## src/rtl/smbreg_pkg.sv

```systemverilog
package smbreg_pkg;
   localparam int OFS_W = 7;

   typedef enum logic [3:0] {
      ST_IDLE,
      ST_ADDR,
      ST_ACK_A,
      ST_CMD,
      ST_ACK_C,
      ST_RX,
      ST_ACK_W,
      ST_TX,
      ST_MACK
   } smb_state_t;
endpackage

```

## src/rtl/smbreg_sync.sv

```systemverilog
module smbreg_sync #(
   parameter int   STAGES  = 2,
   parameter logic RST_VAL = 1'b1
) (
   input  logic clk,
   input  logic rst_n,
   input  logic d,
   output logic q,
   output logic q_d
);
   logic chain [STAGES];

   if (STAGES < 2) begin : g_bad_stages
      $error("smbreg_sync: STAGES must be at least 2");
   end

   for (genvar i = 0; i < STAGES; i++) begin : g_stage
      if (i == 0) begin : g_first
         always_ff @(posedge clk or negedge rst_n)
            if (!rst_n) chain[i] <= RST_VAL;
            else        chain[i] <= d;
      end else begin : g_next
         always_ff @(posedge clk or negedge rst_n)
            if (!rst_n) chain[i] <= RST_VAL;
            else        chain[i] <= chain[i-1];
      end
   end

   always_ff @(posedge clk or negedge rst_n)
      if (!rst_n) q_d <= RST_VAL;
      else        q_d <= chain[STAGES-1];

   assign q = chain[STAGES-1];
endmodule

```

## src/rtl/smbreg_cond.sv

```systemverilog
module smbreg_cond (
   input  logic scl_q,
   input  logic scl_d,
   input  logic sda_q,
   input  logic sda_d,
   output logic start_det,
   output logic stop_det,
   output logic scl_rise,
   output logic scl_fall
);
   logic scl_high;

   assign scl_high  = scl_q & scl_d;
   assign start_det = scl_high & sda_d & ~sda_q;
   assign stop_det  = scl_high & ~sda_d & sda_q;
   assign scl_rise  = scl_q & ~scl_d;
   assign scl_fall  = ~scl_q & scl_d;
endmodule

```

## src/rtl/smbreg_target.sv

```systemverilog
module smbreg_target
   import smbreg_pkg::*;
#(
   parameter logic [6:0] DEV_ADDR    = 7'h69,
   parameter int         NUM_REGS    = 6,
   parameter int         SYNC_STAGES = 2
) (
   input  logic             clk,
   input  logic             rst_n,
   input  logic             scl_i,
   input  logic             sda_i,
   output logic             sda_oe,
   output logic [OFS_W-1:0] reg_addr,
   output logic [7:0]       reg_wdata,
   output logic             reg_we,
   input  logic [7:0]       reg_rdata
);
   localparam logic [7:0] REG_COUNT = 8'(NUM_REGS);

   if (NUM_REGS < 1 || NUM_REGS > 128) begin : g_bad_nregs
      $error("smbreg_target: NUM_REGS must lie in 1..128");
   end

   logic scl_s, scl_p, sda_s, sda_p;
   logic start_det, stop_det, scl_rise, scl_fall;

   smbreg_sync #(.STAGES(SYNC_STAGES), .RST_VAL(1'b1)) u_scl_sync (
      .clk(clk), .rst_n(rst_n), .d(scl_i), .q(scl_s), .q_d(scl_p));
   smbreg_sync #(.STAGES(SYNC_STAGES), .RST_VAL(1'b1)) u_sda_sync (
      .clk(clk), .rst_n(rst_n), .d(sda_i), .q(sda_s), .q_d(sda_p));

   smbreg_cond u_cond (
      .scl_q(scl_s), .scl_d(scl_p), .sda_q(sda_s), .sda_d(sda_p),
      .start_det(start_det), .stop_det(stop_det),
      .scl_rise(scl_rise), .scl_fall(scl_fall));

   smb_state_t       state;
   logic [7:0]       sh;
   logic [3:0]       bcnt;
   logic             rd_mode, cnt_pend, nak, we_q;
   logic [OFS_W-1:0] ptr;
   logic [7:0]       wd_q;
   logic             in_range;
   logic [7:0]       tx_byte;

   assign in_range  = {1'b0, ptr} < REG_COUNT;
   assign tx_byte   = cnt_pend ? REG_COUNT : (in_range ? reg_rdata : 8'h00);
   assign reg_addr  = ptr;
   assign reg_wdata = wd_q;
   assign reg_we    = we_q;

   always_ff @(posedge clk or negedge rst_n) begin
      if (!rst_n) begin
         state    <= ST_IDLE;
         sh       <= '0;
         bcnt     <= '0;
         rd_mode  <= 1'b0;
         cnt_pend <= 1'b0;
         nak      <= 1'b0;
         ptr      <= '0;
         wd_q     <= '0;
         we_q     <= 1'b0;
         sda_oe   <= 1'b0;
      end else begin
         we_q <= 1'b0;
         if (stop_det) begin
            state  <= ST_IDLE;
            sda_oe <= 1'b0;
         end else if (start_det) begin
            state  <= ST_ADDR;
            bcnt   <= '0;
            sda_oe <= 1'b0;
         end else begin
            case (state)
               ST_ADDR, ST_CMD, ST_RX: begin
                  if (scl_rise) begin
                     sh   <= {sh[6:0], sda_s};
                     bcnt <= bcnt + 4'd1;
                  end else if (scl_fall && bcnt == 4'd8) begin
                     bcnt <= '0;
                     if (state == ST_ADDR) begin
                        if (sh[7:1] == DEV_ADDR) begin
                           sda_oe  <= 1'b1;
                           rd_mode <= sh[0];
                           state   <= ST_ACK_A;
                        end else begin
                           state <= ST_IDLE;
                        end
                     end else if (state == ST_CMD) begin
                        sda_oe   <= 1'b1;
                        state    <= ST_ACK_C;
                        ptr      <= sh[7] ? sh[6:0] : '0;
                        cnt_pend <= ~sh[7];
                     end else begin
                        sda_oe <= 1'b1;
                        state  <= ST_ACK_W;
                        if (!cnt_pend) begin
                           we_q <= in_range;
                           wd_q <= sh;
                        end
                     end
                  end
               end
               ST_ACK_A: if (scl_fall) begin
                  if (rd_mode) begin
                     sh     <= tx_byte;
                     sda_oe <= ~tx_byte[7];
                     state  <= ST_TX;
                     if (cnt_pend) cnt_pend <= 1'b0;
                     else          ptr      <= ptr + 1'b1;
                  end else begin
                     sda_oe <= 1'b0;
                     state  <= ST_CMD;
                  end
               end
               ST_ACK_C: if (scl_fall) begin
                  sda_oe <= 1'b0;
                  state  <= ST_RX;
               end
               ST_ACK_W: if (scl_fall) begin
                  sda_oe <= 1'b0;
                  state  <= ST_RX;
                  if (cnt_pend) cnt_pend <= 1'b0;
                  else          ptr      <= ptr + 1'b1;
               end
               ST_TX: begin
                  if (scl_rise) begin
                     bcnt <= bcnt + 4'd1;
                  end else if (scl_fall) begin
                     if (bcnt == 4'd8) begin
                        sda_oe <= 1'b0;
                        bcnt   <= '0;
                        state  <= ST_MACK;
                     end else begin
                        sda_oe <= ~sh[6];
                        sh     <= {sh[6:0], 1'b0};
                     end
                  end
               end
               ST_MACK: begin
                  if (scl_rise) begin
                     nak <= sda_s;
                  end else if (scl_fall) begin
                     if (!nak) begin
                        sh     <= tx_byte;
                        sda_oe <= ~tx_byte[7];
                        state  <= ST_TX;
                        if (cnt_pend) cnt_pend <= 1'b0;
                        else          ptr      <= ptr + 1'b1;
                     end else begin
                        state <= ST_IDLE;
                     end
                  end
               end
               default: ;
            endcase
         end
      end
   end

   // an idle target never holds the data line
   p_idle_release_r1: assert property (@(posedge clk) disable iff (!rst_n)
      state == ST_IDLE |-> !sda_oe);

   // the target only starts pulling SDA while the clock line is low
   p_pull_scl_low_r11: assert property (@(posedge clk) disable iff (!rst_n)
      $rose(sda_oe) |-> !scl_s);

   // a stop releases the line and returns to idle
   p_stop_release_r10: assert property (@(posedge clk) disable iff (!rst_n)
      stop_det |=> (!sda_oe && state == ST_IDLE));

   // one strobe cycle per accepted byte
   p_we_pulse_r12: assert property (@(posedge clk) disable iff (!rst_n)
      reg_we |=> !reg_we);

   // strobes only reach implemented registers
   p_we_range_r9: assert property (@(posedge clk) disable iff (!rst_n)
      reg_we |-> ({1'b0, reg_addr} < REG_COUNT));
endmodule

```

## config.mk

```make
export PLATFORM = sky130hd
export DESIGN_NAME = smbreg_target
export DESIGN_NICKNAME = d
export VERILOG_FILES = /design/src/rtl/smbreg_pkg.sv /design/src/rtl/smbreg_sync.sv /design/src/rtl/smbreg_cond.sv /design/src/rtl/smbreg_target.sv
export SDC_FILE = /design/constraint.sdc
export NUM_CORES = 1
export LEC_CHECK = 0
export BUFFER_PORTS_ARGS = -buffer_cell sky130_fd_sc_hd__buf_2
export CAP_MARGIN = 20
export CORE_MARGIN = 1.5
export CORE_UTILIZATION = 50
export CTS_BUF_LIST = sky130_fd_sc_hd__clkbuf_4
export DETAILED_ROUTE_END_ITERATION = 8
export PLACE_DENSITY = 0.85
export SKIP_LAST_GASP = 1
export SYNTH_ARGS = -nofsm -noshare
export SYNTH_HDL_FRONTEND = slang
export SYNTH_SLANG_ARGS = --single-unit
```

## constraint.sdc

```tcl
create_clock -name clk -period 1.9 [get_ports clk]
set_input_delay 0.19 -clock clk [delete_from_list [all_inputs] [get_ports clk]]
set_output_delay 0.19 -clock clk [all_outputs]
set_load 0.01 [all_outputs]
```

# Yosys cells after proc, flatten, opt, wreduce, memory -nomap -nowiden
# Index checks and enable logic that the tools add are counted.
# op_classes
add_sub_neg	2
n_eq_ne	38
n_reduce_logical	15
n_mux	83
magnitude_cmp	1
bitwise_logic	20
# ops
op	n
8-bit 2-to-1 mux	11
7-bit 2-to-1 mux	12
4-bit 2-to-1 mux	18
4-bit != test, second input constant	12
1-bit 2-to-1 mux	32
8-bit case mux with 4 select lines	1
2-bit != test, second input constant	14
7-bit case mux with 4 select lines	1
4-bit case mux with 5 select lines	1
4-bit by 3-bit == test with 1-bit output, second input constant	4
1-bit inverter	13
13-bit AND reduction	1
12-bit AND reduction	1
11-bit AND reduction	1
10-bit AND reduction	1
4-bit by 2-bit == test with 1-bit output, second input constant	2
4-bit == test, second input constant	2
4-bit case mux with 2 select lines	1
8-bit AND reduction	1
4-bit nonzero test	2
7-bit by 1-bit adder with 7-bit output, second input constant	1
1-bit AND	7
7-bit == test, second input constant	1
7-bit by 3-bit < comparator with 1-bit output, second input constant	1
other kinds (16)	18
# totals
inputBits	12
reg_bits	42
output_inout_bits	17

# Longest topological paths before layout
# logic_depth
ltp_word	10
mapped_depth	8
ltp_nobuf	7

# Hierarchy
# A second synthesis with hierarchy kept.
# unflattened
cells_unflattened	260
hier_area_um2	2489.9
# modules_own_cells
mod	cells_per_inst	area_per_inst_um2	seq_area_each_um2	instances
smbreg_target	250	2299.7	900.9	1
smbreg_sync	3	78.8	78.8	2
smbreg_cond	4	32.5	0.0	1

# Least setup slack after synthesis
# OpenSTA, ideal clock, no wires.
# synth_path
path_type	register -> register
start	register u_scl_sync.q_d
end	register wd_q[0], in the netlist reg_wdata[0]
setup_ns	0.125
n_path_buf	1
required_time_ns	1.775
slack_ns	-0.121
synth_period_minus_slack_ns	2.021
path_stages_with_launch	6
arrival_time_ns	1.896
cell_sequence	dfstp_2 -> buf_4 -> nor2b_1 -> nand3_1 -> nor4_4 -> mux2_2
# synth_via
elab_chain_len	5
word_cells_on_any_way	13
# synth_rtl
item	line_no	rtl
start: declaration	smbreg_sync.sv:9	output logic q_d
start signal: assignment	smbreg_sync.sv:31	else q_d <= chain[STAGES-1];
1-bit AND	smbreg_cond.sv:13	assign scl_high = scl_q & scl_d;
1-bit AND, on equally long branches (2 in a row)	smbreg_cond.sv:15, smbreg_cond.sv:14	
1-bit inverter (no source line)	n/a	
8-bit AND reduction (no source line) *	n/a	
end signal: assignment	smbreg_target.sv:99	wd_q <= sh;
end: declaration	smbreg_target.sv:42	logic [7:0] wd_q;
# Every way passes the cells marked *; elsewhere a longest branch is shown, timed or not.
# A chain may end at the register's enable or synchronous reset.

# Worst setup path in the final report
# layout_path
start	register state[1]
end	register ptr[1], in the netlist reg_addr[1]
# layout_via
elab_chain_len	4
word_cells_on_any_way	20
# layout_rtl
item	line_no	rtl
start: declaration	smbreg_target.sv:37	smb_state_t state;
start signal: assignment	smbreg_target.sv:54	state <= ST_IDLE;
start signal: assignment	smbreg_target.sv:67	state <= ST_IDLE;
start signal: assignment	smbreg_target.sv:70	state <= ST_ADDR;
4-bit by 1-bit == test with 1-bit output (tied with other cells)	smbreg_target.sv:74, smbreg_target.sv:81	
3-bit OR reduction	smbreg_target.sv:74	case (state)
4-bit nonzero test (no source line) / 2-bit != test (equally long branches)	n/a	
13-bit AND reduction (no source line)	n/a	
end signal: assignment	smbreg_target.sv:92	ptr <= sh[7] ? sh[6:0] : '0;
end signal: assignment	smbreg_target.sv:110	else ptr <= ptr + 1'b1;
end signal: assignment	smbreg_target.sv:124	else ptr <= ptr + 1'b1;
end: declaration	smbreg_target.sv:41	logic [OFS_W-1:0] ptr;
# Several ways; a longest one is shown, not always the timed one.

==> run summary <==
Summing the areas of all xor and xnor instances in the mapped netlist gives 0.711% of the synthesized area. The worst slew margin relative to its limit is 64.3%. The total clock buffers created by CTS came out at 5.

In the finished design, the share of the clock period the worst path needs comes to 103%. The final routed DRC violation total came out at 0. Once detail routing completed, the nets flagged for antenna violations numbered 0.

The worst setup path is of the reg -> reg kind. Among cell families on the critical path, the largest total delay comes from simple AND/OR/NAND/NOR gates. Following the worst setup path forward leads to its endpoint at reg_addr[1]$_DFFE_PN0P_.

For this design the top-level I/O count stands at 29. The number of flip-flops and latches in the synthesized netlist is 42. The H-tree generated during clock tree synthesis spans 2 levels. The number of max-cap violations is 0, and the final critical-path required period is 1960 ps. The highest fanout seen on the critical path was 5; the post-detailed-route via-to-cell ratio was 6.08.

The logs give 330 for the filler cell count in the final layout and 263 for the iteration-0 DRC count of the detailed router. The signal on the critical path passes through or4b_4 > buf_4 > nand2_2 > a22oi_1 > nand3_1 > mux2_4. STA classifies the critical path endpoint as a flop. Data arrives at the worst endpoint at 2200 ps.

Post-synthesis compound-gate area fraction: 21.9%. For the initial antenna violation count, the log shows 0. The startpoint identified for the worst register-to-register timing path is state[1]$_DFFE_PN0P_. The number of hold violations in the final report came out at 0.

Tracing the worst setup path back leads to its startpoint at state[1]$_DFFE_PN0P_. The placed instances occupy a cell area of 3060 um^2. The cell area that synthesis handed to floorplanning was 2460 um^2. The slowest stage of the critical path belongs to the cell sky130_fd_sc_hd__or4b_4. Hold is met by 180 ps.

The dominant combinational cell family by area after synthesis was compound AO/OA/AOI/OAI gates. VDD sags by at most 0.789 mV. Counting every net in the synthesized netlist gives 265.

STA classifies the critical path startpoint as a flop. The synthesis warning total is 0, and the internal reg-to-reg setup slack is -60 ps. The wire length after detailed routing was 7.26 mm. The tree is rooted in a sky130_fd_sc_hd__clkbuf_4.

Based on the critical path, the design can be clocked at up to 0.511 GHz. The slew of the pin with the lowest slew margin works out to 536 ps. Power spread over the standard cell area amounts to 1460 nW/um^2. The share of the Yosys chip area taken by registers is 42.9%. The area of the core region was 4720 um^2; the overall die width was 73.2 um. Yosys mapped a number of flops with a built-in enable equal to 0.

The area of all placed cells without fillers is 3350 um^2. The setup slack after layout was -58.1 ps. Clock-pin slew was measured on the worst setup and hold paths at 140 ps.

Class of the most critical hold timing path: in -> reg. The run finished, with violations left. Of the total synthesized cell area, the portion taken by AND, OR, NAND and NOR gates is 19.9%. The critical path runs through a total of 6 cells. The area of the die came out at 5360 um^2. The capture instance of the worst register-to-register path is reg_addr[1]$_DFFE_PN0P_. Entering global routing, the biggest net connects 43 pins. The analysis attributes to cell leakage a power of 1.53 nW.

Compared with the post-synthesis result, the final layout area differs by 35.9%. The number of optimization iterations in the first detailed-route pass came out at 5. The repair_antennas step left the layout with diodes totalling 0. The total global routing overflow was 0. The most used flip-flop cell after synthesis is sky130_fd_sc_hd__dfrtp_1.

For the number of unique standard cell types used by synthesis, the log shows 61. Fraction of layout instances using a drive strength above 1: 46.8%. Dividing the detail-routed wire length by the instance count gives 18.3 um. The count of buffers added on input and output ports is 28. The tools report the number of nets in the finished design as 343. For the final database, setup skew stands at 23.9 ps. Of the total synthesized cell area, the portion taken by full adders, half adders and majority gates is 1.52%. Setup repair after global routing could not meet its margin everywhere. The initial utilization of the core area, before any placement, comes to 52.2%. Last weighted congestion value of the routability-driven placer: 1.05.

Measured against the total synthesized area, the mux share comes to 8.83%. Count of final max-slew check failures: 0. TritonCTS built the clock tree. The logs give 25 for the number of rows in the core area and 42 for the total number of clock tree sinks. The delay of the slowest cell on the worst path came out at 560 ps.

The final reports fail on setup timing. In this run the vertical extent of the chip is 73.2 um. The global routing usage summed across all routing layers is 27.0%, and the number of setup violations in the final report is 12.

The later pin in the worst-skew pair is clocked with a latency of 360 ps. Counting every instance in the synthesized netlist gives 250. The first-pass GRT wire length came out at 11.1 mm.

After synthesis, the mean cell area works out to 9.86 um^2. In the synthesized netlist the async set-or-reset flop fraction comes to 100%. At the worst endpoint, the required time is 2140 ps. The final route contains 2408 vias.

The total buffers and inverters traversed by the critical path is 1. Counting along the longest clock path gives a buffer depth of 2. The number of global-route vias before repair was 2293; the logic depth of the worst register-to-register path was 6. The run gives 4.80 mm as the placed wire-length estimate.
==> tightest hold or removal path, delay by kind of cell <==
family / cells / cell delay, ps
AO/OA/AOI/OAI: 1 / 120
multiplexers: 1 / 130
buffers and inverters: 1 / 80
==> cell type report <==
cell class	instances	area [um^2]	share of cell area, %
Multi-Input combinational cell	188	1500	44.6
Clock inverter	2	37.5	1.12
Inverter	7	26.3	0.784
Timing Repair Buffer	84	601	17.9
Sequential cell	42	1060	31.7
Clock buffer	6	45.0	1.34
Tap cell	67	83.8	2.50
==> kinds of logic (layout without fill, tap and decap cells) <==
group,count (synthesis),after routing
adders and majority gates,3,3
muxes,19,19
buffers and inverters,20,99
and+or+nand+nor,87,87
AOI/OAI and AO/OA,77,77
DFF,42,42
xor gates and xnor gates,2,2
==> registers in the layout (all words and copies together), names as in the netlist <==
name	count
bcnt	4
cnt_pend	1
nak	1
rd_mode	1
reg_addr	7
reg_wdata	8
reg_we	1
sda_oe	1
sh	8
state	4
u_scl_sync.chain	1
u_scl_sync.q	1
u_scl_sync.q_d	1
u_sda_sync.chain	1
u_sda_sync.q	1
u_sda_sync.q_d	1
==> report_power, final <==
| part | total, mW | switching, mW | internal, mW |
|---|---|---|---|
| clock network | 0.590 | 0.298 | 0.292 |
| logic | 2.78 | 1.34 | 1.44 |
| registers | 1.52 | 0.363 | 1.16 |
| total | 4.90 | 2.00 | 2.89 |
==> cells in the mapped netlist (2+ instances only) <==
| cell | n | area, um^2 |
|---|---|---|
| sky130_fd_sc_hd__dfrtp_1 | 36 | 901 |
| sky130_fd_sc_hd__nand2_1 | 28 | 105 |
| sky130_fd_sc_hd__mux2_2 | 18 | 203 |
| sky130_fd_sc_hd__o21ai_0 | 15 | 75.1 |
| sky130_fd_sc_hd__a21oi_1 | 14 | 70.1 |
| sky130_fd_sc_hd__a31oi_1 | 11 | 68.8 |
| sky130_fd_sc_hd__nor2_1 | 9 | 33.8 |
| sky130_fd_sc_hd__inv_1 | 7 | 26.3 |
| sky130_fd_sc_hd__nor2b_1 | 7 | 43.8 |
| sky130_fd_sc_hd__a22o_1 | 6 | 52.6 |
| sky130_fd_sc_hd__dfstp_2 | 6 | 158 |
| sky130_fd_sc_hd__nand3_1 | 6 | 30.0 |
| sky130_fd_sc_hd__a41oi_1 | 5 | 43.8 |
| sky130_fd_sc_hd__buf_2 | 5 | 25.0 |
| sky130_fd_sc_hd__nand3b_1 | 5 | 37.5 |
| sky130_fd_sc_hd__clkbuf_1 | 4 | 15.0 |
| sky130_fd_sc_hd__nand2b_1 | 4 | 25.0 |
| sky130_fd_sc_hd__nor3_1 | 4 | 20.0 |
| sky130_fd_sc_hd__a22oi_1 | 3 | 22.5 |
| sky130_fd_sc_hd__ha_1 | 3 | 37.5 |
| sky130_fd_sc_hd__a211oi_1 | 2 | 15.0 |
| sky130_fd_sc_hd__a32o_1 | 2 | 20.0 |
| sky130_fd_sc_hd__and3_1 | 2 | 12.5 |
| sky130_fd_sc_hd__and3b_1 | 2 | 17.5 |
| sky130_fd_sc_hd__buf_6 | 2 | 22.5 |
| sky130_fd_sc_hd__nand4_1 | 2 | 12.5 |
| sky130_fd_sc_hd__nand4b_1 | 2 | 17.5 |
| sky130_fd_sc_hd__nor3b_1 | 2 | 15.0 |
| sky130_fd_sc_hd__nor4_1 | 2 | 12.5 |
| sky130_fd_sc_hd__nor4b_1 | 2 | 17.5 |
| sky130_fd_sc_hd__o211a_1 | 2 | 20.0 |
| sky130_fd_sc_hd__o21a_1 | 2 | 15.0 |
| sky130_fd_sc_hd__or2_2 | 2 | 12.5 |
==> repair_timing <==
action	4_1_cts	5_1_grt
gates resized for setup	7	36
hold buffers	3	0
hold endpoints to repair	38	0
pin swaps	2	8
setup buffers	0	2
endpoints found under the setup margin	19	31
gates cloned	0	2
==> layout by cell type, fill, tap and decap left out, types with 4 or more instances in the layout <==
| cell type | n |
|---|---|
| sky130_fd_sc_hd__nand2_1 | 26 |
| sky130_fd_sc_hd__buf_4 | 45 |
| sky130_fd_sc_hd__a21oi_1 | 12 |
| sky130_fd_sc_hd__o21ai_0 | 14 |
| sky130_fd_sc_hd__nor2_1 | 6 |
| sky130_fd_sc_hd__a41oi_1 | 5 |
| sky130_fd_sc_hd__inv_1 | 6 |
| sky130_fd_sc_hd__buf_6 | 6 |
| sky130_fd_sc_hd__a22o_1 | 6 |
| sky130_fd_sc_hd__clkbuf_4 | 6 |
| sky130_fd_sc_hd__nand3b_1 | 5 |
| sky130_fd_sc_hd__a31oi_1 | 11 |
| sky130_fd_sc_hd__buf_2 | 29 |
| sky130_fd_sc_hd__nor2b_1 | 4 |
| sky130_fd_sc_hd__mux2_4 | 16 |
| sky130_fd_sc_hd__nand3_1 | 5 |
| sky130_fd_sc_hd__dfrtp_1 | 33 |
| sky130_fd_sc_hd__dfstp_2 | 6 |
==> how the worst min path moves through the flow <==
stage | cells past startpoint | slack (ps) | start | end
2_1_floorplan | 0 | -110 | rst_n | bcnt[0]$_DFFE_PN0P_
3_3_place_gp | 2 | 290 | rst_n | reg_addr[0]$_DFFE_PN0P_
3_5_place_dp | 2 | 300 | rst_n | bcnt[2]$_DFFE_PN0P_
4_1_cts | 3 | 160 | reg_rdata[6] | sh[6]$_DFFE_PN0P_
5_1_grt | 3 | 170 | reg_rdata[5] | sh[5]$_DFFE_PN0P_
6_report | 3 | 180 | reg_rdata[5] | sh[5]$_DFFE_PN0P_
==> layer usage <==
metal,part of all wire [%],vias up,track usage [%]
met5,0,-,0
met4,2.9,0,12.4
met3,6.3,21,4.70
met2,49,129,43.4
met1,42,1162,35.4
li1,-,1096,-
==> metrics by stage <==
step / TNS [ps] / power [mW] / setup slack, ps / util (%) / cells
4_1_cts: -236 / 4.63 / -45.3 / 67.7 / 392
5_1_grt: -1390 / 5.17 / -104 / 70.9 / 396
6_report: -402 / 4.90 / -58.1 / 70.9 / 396
3_5_place_dp: -82.8 / 3.99 / -17.6 / 64.8 / 381
3_3_place_gp: -165 / 3.91 / -21.2 / 64.8 / 381
2_1_floorplan: -648 / 3.01 / -70.7 / - / 250
Power figures use the tool's default switching activity.
